<file path="src/rtl/synth_pkg.sv">
package synth_pkg;

  // Strobes and levels handed from the divider control to the detector datapath.
  typedef struct packed {
    logic refFall;   // divided reference falls on this edge
    logic vcoFall;   // divided oscillator falls on this edge
    logic refLevel;  // registered divided reference
    logic vcoLevel;  // registered divided oscillator
  } div_strobe_t;

endpackage

</file>
<file path="src/rtl/sdiv_ctrl.sv">
module sdiv_ctrl
  import synth_pkg::*;
#(
  parameter int REF_DIV = 512,
  parameter int N_WIDTH = 15,
  parameter int N_MIN   = 256
) (
  input  logic               clk,
  input  logic               rstN,
  input  logic               xtalTick,
  input  logic               vcoTick,
  input  logic [N_WIDTH-1:0] ratio,
  output div_strobe_t        strb
);

  localparam int REF_W    = (REF_DIV > 2) ? $clog2(REF_DIV) : 1;
  localparam int REF_HALF = REF_DIV / 2;
  localparam logic [N_WIDTH-1:0] N_FLOOR = N_WIDTH'(N_MIN);

  // Reference divider
  logic [REF_W-1:0] refCnt;
  logic [REF_W-1:0] refNext;
  logic             refLvl;

  generate
    if (REF_DIV == (1 << REF_W)) begin : g_refPow2
      assign refNext = refCnt + REF_W'(1);
    end else begin : g_refMod
      assign refNext = (refCnt == REF_W'(REF_DIV - 1)) ? '0 : refCnt + REF_W'(1);
    end
  endgenerate

  always_ff @(posedge clk) begin
    if (!rstN) begin
      refCnt <= '0;
      refLvl <= 1'b1;
    end else if (xtalTick) begin
      refCnt <= refNext;
      refLvl <= (refNext < REF_W'(REF_HALF));
    end
  end

  // Programmable divider; ratio taken only at terminal count
  logic [N_WIDTH-1:0] vcoCnt;
  logic [N_WIDTH-1:0] activeN;
  logic [N_WIDTH-1:0] ratioEff;
  logic [N_WIDTH-1:0] vcoNext;
  logic [N_WIDTH-1:0] nNext;
  logic               vcoWrap;
  logic               vcoLvl;

  always_comb begin
    ratioEff = (ratio < N_FLOOR) ? N_FLOOR : ratio;
    vcoWrap  = (vcoCnt == activeN - N_WIDTH'(1));
    vcoNext  = vcoWrap ? '0 : vcoCnt + N_WIDTH'(1);
    nNext    = vcoWrap ? ratioEff : activeN;
  end

  always_ff @(posedge clk) begin
    if (!rstN) begin
      vcoCnt  <= '0;
      activeN <= N_FLOOR;
      vcoLvl  <= 1'b1;
    end else if (vcoTick) begin
      vcoCnt  <= vcoNext;
      activeN <= nNext;
      vcoLvl  <= (vcoNext < (nNext >> 1));
    end
  end

  always_comb begin
    strb.refFall  = xtalTick && (refCnt == REF_W'(REF_HALF - 1));
    strb.vcoFall  = vcoTick && !vcoWrap && ((vcoCnt + N_WIDTH'(1)) == (activeN >> 1));
    strb.refLevel = refLvl;
    strb.vcoLevel = vcoLvl;
  end

endmodule

</file>
<file path="src/rtl/sdiv_dpath.sv">
module sdiv_dpath
  import synth_pkg::*;
(
  input  logic        clk,
  input  logic        rstN,
  input  div_strobe_t strb,
  input  logic        tristate,
  input  logic        hiCurrent,
  input  logic        filterOff,
  input  logic        testRoute,
  input  logic [1:0]  auxPortBits,
  output logic        pumpUp,
  output logic        pumpDn,
  output logic        pumpDrive,
  output logic        pumpHiRange,
  output logic        filterDisable,
  output logic [1:0]  auxPortOut,
  output logic        pfdUp,
  output logic        pfdDn
);

  localparam int LANES = 2;

  logic upQ;
  logic dnQ;

  // Detector: set on falling edges, cleared one cycle after both are set.
  // An edge landing in the clearing cycle is kept, not lost.
  always_ff @(posedge clk) begin
    if (!rstN) begin
      upQ <= 1'b0;
      dnQ <= 1'b0;
    end else if (upQ && dnQ) begin
      upQ <= strb.vcoFall;
      dnQ <= strb.refFall;
    end else begin
      upQ <= upQ | strb.vcoFall;
      dnQ <= dnQ | strb.refFall;
    end
  end

  assign pfdUp = upQ;
  assign pfdDn = dnQ;

  always_comb begin
    pumpUp        = upQ & ~tristate;
    pumpDn        = dnQ & ~tristate;
    pumpDrive     = (upQ ^ dnQ) & ~tristate;
    pumpHiRange   = hiCurrent;
    filterDisable = filterOff;
  end

  // Test route: lane 0 takes the reference, lane 1 the oscillator
  logic [LANES-1:0] routed;
  assign routed = {strb.vcoLevel, strb.refLevel};

  generate
    for (genvar g = 0; g < LANES; g++) begin : g_lane
      assign auxPortOut[g] = testRoute ? routed[g] : auxPortBits[g];
    end
  endgenerate

endmodule

</file>
<file path="src/rtl/synth_core.sv">
module synth_core
  import synth_pkg::*;
#(
  parameter int REF_DIV = 512,
  parameter int N_WIDTH = 15,
  parameter int N_MIN   = 256
) (
  input  logic               clk,
  input  logic               rstN,
  input  logic               xtalTick,
  input  logic               vcoTick,
  input  logic [N_WIDTH-1:0] ratio,
  input  logic               tristate,
  input  logic               hiCurrent,
  input  logic               filterOff,
  input  logic               testRoute,
  input  logic [1:0]         auxPortBits,
  output logic               pumpUp,
  output logic               pumpDn,
  output logic               pumpDrive,
  output logic               pumpHiRange,
  output logic               filterDisable,
  output logic [1:0]         auxPortOut
);

  div_strobe_t strb;
  logic        pfdUp;
  logic        pfdDn;

  sdiv_ctrl #(
    .REF_DIV(REF_DIV),
    .N_WIDTH(N_WIDTH),
    .N_MIN  (N_MIN)
  ) u_ctrl (
    .clk     (clk),
    .rstN    (rstN),
    .xtalTick(xtalTick),
    .vcoTick (vcoTick),
    .ratio   (ratio),
    .strb    (strb)
  );

  sdiv_dpath u_dpath (
    .clk          (clk),
    .rstN         (rstN),
    .strb         (strb),
    .tristate     (tristate),
    .hiCurrent    (hiCurrent),
    .filterOff    (filterOff),
    .testRoute    (testRoute),
    .auxPortBits  (auxPortBits),
    .pumpUp       (pumpUp),
    .pumpDn       (pumpDn),
    .pumpDrive    (pumpDrive),
    .pumpHiRange  (pumpHiRange),
    .filterDisable(filterDisable),
    .auxPortOut   (auxPortOut),
    .pfdUp        (pfdUp),
    .pfdDn        (pfdDn)
  );

endmodule

</file>
<file path="config.mk">
export PLATFORM = sky130hd
export DESIGN_NAME = synth_core
export DESIGN_NICKNAME = d
export VERILOG_FILES = /design/src/rtl/synth_pkg.sv /design/src/rtl/sdiv_ctrl.sv /design/src/rtl/sdiv_dpath.sv /design/src/rtl/synth_core.sv
export SDC_FILE = /design/constraint.sdc
export NUM_CORES = 1
export LEC_CHECK = 0
export ABC_AREA = 1
export BUFFER_PORTS_ARGS = -buffer_cell sky130_fd_sc_hd__buf_2
export CAP_MARGIN = 15
export CORE_MARGIN = 8
export CORE_UTILIZATION = 50
export DETAILED_ROUTE_END_ITERATION = 10
export GPL_TIMING_DRIVEN = 0
export PLACE_DENSITY = 0.74
export SLEW_MARGIN = 40
export SYNTH_ARGS = -nofsm -noshare
export SYNTH_HDL_FRONTEND = slang
export SYNTH_SLANG_ARGS = --single-unit
</file>
<file path="constraint.sdc">
create_clock -name clk -period 3.6 [get_ports clk]
set_clock_uncertainty 0.15 [all_clocks]
set_input_delay 0.72 -clock clk [delete_from_list [all_inputs] [get_ports clk]]
set_output_delay 0.72 -clock clk [all_outputs]
set_load 0.03 [all_outputs]
</file>
==> flow_metrics.env, run 1 <==
export IMPL_synth_adder_area_share_pct=6.22
export IMPL_synthXorXnorAreaFrac_pct=8.23
export IMPL_relSlewSlack_pct=49.4
export IMPL_drt_iter0_markers=283
export IMPL_ant_nets=0
export IMPL_synth_area_mux_share_pct=0.622
export IMPL_hold_class="flop to flop"
export IMPL_critPathMaxFanout=10
export IMPL_port_buffers=29
export IMPL_num_vias=3766
export IMPL_synth_top_family_by_area="simple AND/OR/NAND/NOR gates"
export IMPL_p_leak_nw=1.97
export IMPL_yosysUniqueCellTypes=36
export IMPL_clock_sinks=43
export IMPL_synth_flop_cell="dfxtp_1"
export IMPL_firstDrtPassIters=5
export IMPL_die_area_um2=10200
export IMPL_die_width_um=101
export IMPL_synth_top_cell_area_share_pct=23.8
export IMPL_routed_wl_mm=10.6
export IMPL_swShare_pct=31.9
export IMPL_p_int_w=0.000709
export IMPL_power_density_nw_per_um2=260
export IMPL_ioPinCount=32
export IMPL_yosys_area_top_type="dfxtp_1"
export IMPL_gp_congestion=0.958
export IMPL_grt_first_pass_wirelength_mm=16.9
export IMPL_clk_pin_slew_ns=0.08
export IMPL_drc=0
export IMPL_clk_path_buf_depth=2
export IMPL_final_setup_viol_count=0
export IMPL_synth_fp_nets=618
export IMPL_multi_input_area_um2=2390
export IMPL_dp_hpwl_mm=8.48
export IMPL_fillers=762
export IMPL_cts_root_buffer="clkbuf_8"
export IMPL_ys_warnings_count=0
export IMPL_fin_nets=654
export IMPL_timing_final_crit_share_pct=93.4
export IMPL_arrival_ns=3.46
export IMPL_clkPwrFrac_pct=28.4
export IMPL_final_core_util_pct=56.0
export IMPL_post_cts_setup_buffer_count=0
export IMPL_synth_compound_area_share_pct=12.8
export IMPL_syn_area_um2=3620
export IMPL_total_power_w=0.00104
export IMPL_cts_buffers=5
export IMPL_hold_viol_final=0
export IMPL_synth_edf_count=0
export IMPL_drv_cap=0
export IMPL_htreeDepth=2
export IMPL_synth_seq_area_share_pct=23.8
export IMPL_synth_simple_area_share_pct=37.3
export IMPL_tightestPinTransition_ns=0.759
export IMPL_syn_inst=575
export IMPL_status="finished, final reports clean"
export IMPL_core_area_um2=7140
export IMPL_switchingPower_w=0.000332
export IMPL_diodes=0
export IMPL_grt_use_total_pct=21.0
export IMPL_antenna_found_initial=0
export IMPL_grt_overflow_total=0
export IMPL_initial_core_util_pct=50.7
export IMPL_clkLatencyLatePin_ns=0.30
export IMPL_hold_buffers=0
export IMPL_row_count=31
export IMPL_drt_vias_per_instance=5.31
export IMPL_period_needed_ns=3.36
export IMPL_synthArstFlopShare_pct=0
export IMPL_wl_per_cell_um=15.0
export IMPL_tns_ns=0
export IMPL_start_kind="flop"
export IMPL_seq_area_um2=861
export IMPL_max_freq_mhz=298
export IMPL_worstPathRequired_ns=3.69
export IMPL_die_y_um=101
export IMPL_ys_ff_latch=43
export IMPL_area_delta_synth_final_pct=10.4
export IMPL_cts_tree="done"
export IMPL_synth_area_per_cell_um2=6.30
export IMPL_rsz0062_at_grt="false"
export IMPL_drive_above_1_share_pct=13.6
export IMPL_end_kind="flop"
export IMPL_synth_area_leaders="dfxtp_1, nand2_1, nor2_1"
export IMPL_comb_power_share_pct=22.4
export IMPL_ir_drop_mv=0.280
export IMPL_seqPwrFrac_pct=49.2
export IMPL_grt_pass1_vias=3546
export IMPL_slew_violations=0
export IMPL_path_class="flop to flop"
export IMPL_grt_max_degree=12
## sequential cells by signal, indices dropped and copies added, names as in the netlist
signal          flops
u_ctrl.vcoLvl       1
u_ctrl.refCnt       9
u_ctrl.activeN     15
u_dpath.pfdUp       1
u_ctrl.refLvl       1
u_dpath.pfdDn       1
u_ctrl.vcoCnt      15
## cell usage in the layout, fill, tap and decap left out, drive strengths merged, types with 13 or more instances in the layout
cell type / instances
o21ai: 34
buf: 37
dfxtp: 43
clkbuf: 13
inv: 83
xor2: 28
nand3: 31
nand2: 134
nor2: 107
ha: 18
a21oi: 32
## cells in the mapped netlist (3+ instances only)
cell type / count
clkbuf_1: 7
ha_1: 18
nand3_1: 31
o21ai_0: 33
a211oi_2: 4
inv_2: 6
a21oi_1: 32
a211oi_1: 8
nand2_1: 130
nor2_1: 90
xor2_1: 28
nand2_4: 3
nor3_1: 12
dfxtp_1: 43
nand4_1: 8
nor2_4: 9
inv_1: 76
buf_2: 4
nor2_2: 6
xnor2_1: 6
## per-layer routing
layer | up-vias | global-route usage [%] | share of wire, %
met2 | 149 | 36.1 | 47
met4 | 0 | 6.76 | 2.4
li1 | 1895 | - | -
met3 | 21 | 3.87 | 7.0
met5 | - | 0 | 0
met1 | 1701 | 25.6 | 43
## stage by stage
step           worst slack [ns]  instance area, µm²  std cells  hold slack (ns)
6_report                  0.239                4000        709            0.320
5_1_grt                 0.00399                4000        709            0.364
4_1_cts                  0.0135                3960        709            0.326
3_5_place_dp             0.0411                3890        703            0.306
3_3_place_gp             0.0625                3890        703            0.296
2_1_floorplan             0.598                3620        575            0.280
## final cells by class
| class | count | share of cell area, % |
|---|---|---|
| Multi-Input combinational cell | 433 | 59.7 |
| Sequential cell | 43 | 21.5 |
| Inverter | 84 | 7.95 |
| Timing Repair Buffer | 29 | 3.63 |
| Tap cell | 99 | 3.10 |
| Buffer | 15 | 2.25 |
| Clock buffer | 6 | 1.82 |
## logic make-up after synthesis
logic type,Yosys count
and+or+nand+nor,298
buffers and inverters,99
AOI/OAI and AO/OA,81
DFF,43
xor gates and xnor gates,34
adders and majority gates,18
muxes,2
## what timing repair did
action,in CTS,in global routing
resized for setup,0,11
hold endpoints to repair,0,0
endpoints found under the setup margin,0,1
## critical path, cell delays in order (launching register included)
cell and delay [ns]:
dfxtp_1 0.34, inv_1 0.14, ha_4 0.19, nand2_1 0.09
nor2_2 0.14, nand2_1 0.09, nand3_1 0.13, nand2_1 0.07
nor2_1 0.08, nand2_1 0.09, nor2_4 0.19, nand2_4 0.15
clkbuf_1 0.27, nand2_1 0.10, o21ai_1 0.08, ha_1 0.32
a21oi_1 0.14, nor2_1 0.05, a211oi_1 0.19, nand2_1 0.12
nand2_1 0.08, nand2_1 0.05, nand2_1 0.05
## power by group through the flow
stage / clock network [W] / logic (W) / registers [W]
final: 0.000296 / 0.000233 / 0.000512
after global placement: 0 / 0.000223 / 0.000522
after detailed placement: 0 / 0.000226 / 0.000523
after global routing: 0.000311 / 0.000260 / 0.000514
after floorplan: 0 / 0.000166 / 0.000516
after CTS: 0.000295 / 0.000229 / 0.000511
## final timing paths
kind / to / startpoint / cells after the start / slack [ns]
setup / recovery: u_ctrl.vcoLvl / u_ctrl.activeN[1] / 22 / 0.24
hold / removal: u_ctrl.vcoLvl / u_ctrl.vcoLvl / 2 / 0.32
setup reg to reg: u_ctrl.vcoLvl / u_ctrl.activeN[1] / 22 / 0.24
hold reg to reg: u_ctrl.vcoLvl / u_ctrl.vcoLvl / 2 / 0.32
Note: power is estimated with default switching activity, not from simulation.
==> run 2: changes to the inputs <==
CORE_UTILIZATION = 55   (was 50)
PLACE_DENSITY = 0.8   (was 0.74)
==> run 2 against run 1 <==
  * Final cell count is 3.0% lower
  * Total power is 2.3% higher
  * Critical path depth is 2 lower
  * Maximum frequency is 1.1% higher
  * Utilization is 6.6 points higher
  * Largest cell class unchanged
  * Sequential share of layout area is 0.10 points higher
  * Flip-flop and latch count stayed put
  * Combinational power hardly changed
  * Wire length is 4.2% lower
==> flow_metrics.env, run 2 (synthesis results as in run 1) <==
export IMPL_max_freq_mhz=301
export IMPL_drv_cap=0
export IMPL_fin_nets=654
export IMPL_period_needed_ns=3.33
export IMPL_row_count=29
export IMPL_diodes=0
export IMPL_routed_wl_mm=10.2
export IMPL_slew_violations=0
export IMPL_htreeDepth=2
export IMPL_clk_path_buf_depth=2
export IMPL_hold_viol_final=0
export IMPL_grt_max_degree=13
export IMPL_p_leak_nw=1.97
export IMPL_clock_sinks=43
export IMPL_grt_use_total_pct=21.2
export IMPL_layout_common_cells="nand2_1, nor2_1, inv_1"
export IMPL_cts_buffers=5
export IMPL_timing_final_crit_share_pct=92.4
export IMPL_relSlewSlack_pct=56.0
export IMPL_die_y_um=97.1
export IMPL_critPathMaxFanout=10
export IMPL_whs_ns=0.335
export IMPL_drt_iter0_markers=314
export IMPL_status="finished, final reports clean"
export IMPL_reg_top3="u_ctrl.activeN: 15 flops, u_ctrl.vcoCnt: 15 flops, u_ctrl.refCnt: 9 flops"
export IMPL_drive_above_1_share_pct=13.7
export IMPL_tns_ns=0
export IMPL_end_kind="flop"
export IMPL_clk_pin_slew_ns=0.08
export IMPL_drt_vias_per_instance=5.49
export IMPL_hold_buffers=0
export IMPL_firstDrtPassIters=5
export IMPL_drc=0
export IMPL_core_area_um2=6350
export IMPL_cts_tree="done"
export IMPL_clkLatencyLatePin_ns=0.30
export IMPL_dp_hpwl_mm=8.10
export IMPL_grt_pass1_vias=3660
export IMPL_arrival_ns=3.42
export IMPL_path_class="flop to flop"
export IMPL_fillers=577
export IMPL_power_density_nw_per_um2=268
export IMPL_layout_commonest_cell="nand2_1"
export IMPL_cts_root_buffer="clkbuf_8"
export IMPL_die_area_um2=9430
export IMPL_wl_per_cell_um=14.8
export IMPL_port_buffers=29
export IMPL_post_cts_setup_buffer_count=0
export IMPL_rsz0062_at_grt="false"
export IMPL_antenna_found_initial=0
export IMPL_ant_nets=0
export IMPL_ir_drop_mv=0.251
export IMPL_num_vias=3780
export IMPL_ioPinCount=32
export IMPL_final_core_util_pct=62.7
export IMPL_gp_congestion=0.967
export IMPL_grt_overflow_total=0
export IMPL_area_delta_synth_final_pct=9.92
export IMPL_hold_class="flop to flop"
export IMPL_initial_core_util_pct=57.0
export IMPL_final_setup_viol_count=0
export IMPL_die_width_um=97.1
export IMPL_start_kind="flop"
export IMPL_tightestPinTransition_ns=0.659
export IMPL_grt_first_pass_wirelength_mm=16.8
export IMPL_worstPathRequired_ns=3.70
run 2: repair_timing:
| action | CTS | global route |
|---|---|---|
| gates resized for setup | 0 | 11 |
| hold endpoints to repair | 0 | 0 |
| setup endpoints to repair | 0 | 1 |
run 2: layout make-up:
type | count | area (µm²) | share of cell area [%]
Clock inverter | 1 | 5.00 | 0.126
Multi-Input combinational cell | 433 | 2380 | 59.7
Sequential cell | 43 | 861 | 21.6
Clock buffer | 6 | 82.6 | 2.08
Tap cell | 77 | 96.3 | 2.42
Inverter | 84 | 320 | 8.05
Timing Repair Buffer | 29 | 145 | 3.65
Buffer | 15 | 91.3 | 2.30
run 2: metrics by stage:
step | setup slack, ns | total power [W] | area [µm²] | cells
6_report | 0.275 | 0.00107 | 3980 | 688
5_1_grt | 0.00530 | 0.00111 | 3980 | 688
4_1_cts | 0.0152 | 0.00106 | 3950 | 688
3_5_place_dp | 0.0468 | 0.000748 | 3860 | 681
3_3_place_gp | 0.115 | 0.000741 | 3860 | 681
2_1_floorplan | 0.598 | 0.000682 | 3620 | 575
run 2: path summary, 6_finish.rpt:
| check | slack, ns | from | endpoint | depth (start not counted) |
|---|---|---|---|---|
| worst min register to register | 0.34 | u_ctrl.vcoLvl | u_ctrl.vcoLvl | 2 |
| worst max register to register | 0.27 | u_ctrl.activeN[1] | u_ctrl.vcoLvl | 20 |
| worst max-delay path | 0.27 | u_ctrl.activeN[1] | u_ctrl.vcoLvl | 20 |
| worst min-delay path | 0.34 | u_ctrl.vcoLvl | u_ctrl.vcoLvl | 2 |
run 2: critical path: stages, from the launching register on:
cell and delay, ns:
dfxtp_1 0.38, inv_1 0.11, ha_4 0.19, xnor2_1 0.21, nor2_1 0.06, nor2_1 0.19, nand2_1 0.07, nor2_1 0.09
nand2_1 0.09, nor2_4 0.18, nand2_4 0.16, clkbuf_2 0.23, o21ai_0 0.24, ha_1 0.29, nand2_1 0.10, nor2_1 0.05
a211oi_1 0.17, nand2_1 0.13, nand2_1 0.08, nand2_1 0.04, nand2_1 0.04
run 2: routing by layer:
layer | global-route usage (%) | share of wire (%)
met5 | 0 | 0
met4 | 8.52 | 2.5
met3 | 2.92 | 7.5
met2 | 36.6 | 47
met1 | 25.6 | 43
run 2: where the power goes:
part | total [W] | switching (W) | internal (W)
combinational | 0.000233 | 0.000145 | 0.0000878
sequential | 0.000512 | 0.0000206 | 0.000491
clock | 0.000321 | 0.000170 | 0.000151
total | 0.00107 | 0.000336 | 0.000730
==> run 3: changes to the inputs <==
BUFFER_PORTS_ARGS = -buffer_cell sky130_fd_sc_hd__clkbuf_2   (was -buffer_cell sky130_fd_sc_hd__buf_2)
==> run 3 against run 2 <==
  * Sequential share of layout area down 0.32 points
  * Utilization up 1.1 points
  * Global-route usage up 0.19 points
  * Final cell count up 0.44%
  * Maximum frequency up 1.9%
  * Flip-flop and latch count unchanged
==> flow_metrics.env, run 3 (synthesis results as in run 1) <==
export IMPL_status="finished, final reports clean"
export IMPL_ioPinCount=32
export IMPL_crit_path_frequent_cell="nand2_1"
export IMPL_fin_nets=656
export IMPL_crit_slowest_cell="dfxtp_2"
export IMPL_die_area_um2=9430
export IMPL_worst_slack_ns=0.336
export IMPL_grt_max_degree=14
export IMPL_grt_pass1_vias=3688
export IMPL_layout_commonest_cell="nand2_1"
export IMPL_crit_end="u_ctrl.vcoLvl"
export IMPL_start_kind="flop"
export IMPL_end_kind="flop"
export IMPL_power_density_nw_per_um2=295
export IMPL_arrival_ns=3.36
export IMPL_clock_sinks=43
export IMPL_htreeDepth=2
export IMPL_area_delta_synth_final_pct=11.9
export IMPL_total_power_w=0.00120
export IMPL_initial_core_util_pct=57.0
export IMPL_grt_use_total_pct=21.4
export IMPL_final_core_util_pct=63.8
export IMPL_tns_ns=0
export IMPL_place_ws_ns=0.0995
export IMPL_r2r_cells=23
export IMPL_num_vias=3867
export IMPL_clk_path_buf_depth=2
export IMPL_fillers=582
export IMPL_diodes=0
export IMPL_cts_root_buffer="clkbuf_8"
export IMPL_reg_top3="u_ctrl.activeN: 15 flops, u_ctrl.vcoCnt: 15 flops, u_ctrl.refCnt: 9 flops"
export IMPL_wl_per_cell_um=14.8
export IMPL_critPathMaxFanout=10
export IMPL_r2r_end="u_ctrl.vcoLvl"
export IMPL_cpLargestDelayFamily="simple AND/OR/NAND/NOR gates"
export IMPL_comb_power_share_pct=19.5
export IMPL_slew_violations=0
export IMPL_hold_viol_final=0
export IMPL_row_count=29
export IMPL_r2r_start="u_ctrl.activeN[1]"
export IMPL_cts_tree="done"
export IMPL_routed_wl_mm=10.2
export IMPL_path_class="flop to flop"
export IMPL_ir_drop_mv=0.297
export IMPL_switchingPower_w=0.000340
export IMPL_crit_path_max_incr_delay_ns=0.34
export IMPL_p_int_w=0.000856
export IMPL_final_setup_viol_count=0
export IMPL_grt_overflow_total=0
export IMPL_firstDrtPassIters=5
export IMPL_path_cells="inv_1, ha_4, nand2_1, nor2_2, nand2_1, nand3_1, nand2_1, nor2_1, nand2_1, nor2_4, nand2_8, inv_4, buf_8, nor2_1, a21oi_1, ha_1, a21oi_1, nor2_1, a211oi_1, nor2_1, nor2_1, nand2_1, nand2_1"
export IMPL_p_leak_nw=1.99
export IMPL_clk_pin_slew_ns=0.08
export IMPL_tightestPinTransition_ns=0.692
export IMPL_drive_above_1_share_pct=14.5
export IMPL_worst_path_buf_inv=3
export IMPL_timing_final_crit_share_pct=90.7
export IMPL_seqPwrFrac_pct=42.8
export IMPL_crit_cells=23
export IMPL_ant_nets=0
export IMPL_antenna_found_initial=0
export IMPL_gp_congestion=0.967
export IMPL_drt_iter0_markers=315
export IMPL_die_width_um=97.1
export IMPL_critPathLaunch="u_ctrl.activeN[1]"
export IMPL_relSlewSlack_pct=53.9
export IMPL_hold_class="flop to flop"
export IMPL_regToRegSetupSlack_ns=0.34
export IMPL_core_area_um2=6350
export IMPL_port_buffers=29
export IMPL_die_y_um=97.1
export IMPL_worstPathRequired_ns=3.69
export IMPL_drt_vias_per_instance=5.60
export IMPL_swShare_pct=28.4
export IMPL_clkLatencyLatePin_ns=0.30
export IMPL_drc=0
export IMPL_drv_cap=0
export IMPL_max_freq_mhz=306
export IMPL_clkPwrFrac_pct=37.7
export IMPL_cts_buffers=5
export IMPL_grt_first_pass_wirelength_mm=17.1
export IMPL_hold_buffers=0
export IMPL_layout_common_cells="nand2_1, nor2_1, inv_1"
export IMPL_dp_hpwl_mm=8.14
export IMPL_period_needed_ns=3.26
[run 3: worst reg2reg max path, stage by stage, from the launching register on]
cell and delay [ns]:
dfxtp_2 0.34, inv_1 0.12, ha_4 0.18, nand2_1 0.08
nor2_2 0.14, nand2_1 0.08, nand3_1 0.12, nand2_1 0.07
nor2_1 0.08, nand2_1 0.09, nor2_4 0.22, nand2_8 0.14
inv_4 0.11, buf_8 0.17, nor2_1 0.07, a21oi_1 0.13
ha_1 0.26, a21oi_1 0.13, nor2_1 0.06, a211oi_1 0.19
nor2_1 0.08, nor2_1 0.11, nand2_1 0.06, nand2_1 0.04
[run 3: cell type report]
cell class / count / area [µm²] / share of cell area, %
repair buffers: 31 / 160 / 3.95
plain buffers: 15 / 91.3 / 2.26
clock buffers: 6 / 72.6 / 1.79
inverters: 84 / 320 / 7.91
clock inverters: 2 / 60.1 / 1.48
flip-flops and latches: 43 / 863 / 21.3
well taps: 77 / 96.3 / 2.38
multi-input cells: 433 / 2390 / 58.9
[run 3: repair_timing]
| action | CTS | global route |
|---|---|---|
| endpoints found under the setup margin | 0 | 1 |
| resized for setup | 0 | 15 |
| setup buffers | 0 | 2 |
[run 3: worst min-delay path by stage]
| stage | start | endpoint | slack [ns] | depth (start not counted) |
|---|---|---|---|---|
| floorplan | u_ctrl.refLvl | u_ctrl.refLvl | 0.28 | 2 |
| global placement | u_ctrl.refCnt[8] | u_ctrl.refCnt[8] | 0.30 | 2 |
| detailed placement | u_ctrl.refCnt[8] | u_ctrl.refCnt[8] | 0.31 | 2 |
| CTS | u_ctrl.refCnt[8] | u_ctrl.refCnt[8] | 0.33 | 2 |
| global route | u_ctrl.vcoLvl | u_ctrl.vcoLvl | 0.37 | 2 |
| finish | u_ctrl.refCnt[8] | u_ctrl.refCnt[8] | 0.32 | 2 |
[run 3: per-stage QoR]
step	hold WS (ns)	std cells	instance area, µm²
after floorplan	0.280	575	3620
after global placement	0.303	681	3860
after detailed placement	0.314	681	3860
after CTS	0.326	689	3990
after global routing	0.368	691	4050
final	0.325	691	4050
[run 3: power groups by stage]
stage                     sequential, W  clock, W  combinational (W)
final                          0.000511  0.000451           0.000234
after detailed placement       0.000522         0           0.000226
after global placement         0.000521         0           0.000220
after floorplan                0.000516         0           0.000166
after global routing           0.000513  0.000466           0.000261
after CTS                      0.000510  0.000447           0.000229
[run 3: layer usage]
| layer | track usage (%) | part of all wire (%) | up-vias |
|---|---|---|---|
| met5 | 0 | 0 | - |
| met2 | 37.7 | 48 | 165 |
| met4 | 5.92 | 2.0 | 0 |
| li1 | - | - | 1902 |
| met3 | 3.63 | 8.3 | 20 |
| met1 | 25.7 | 41 | 1780 |
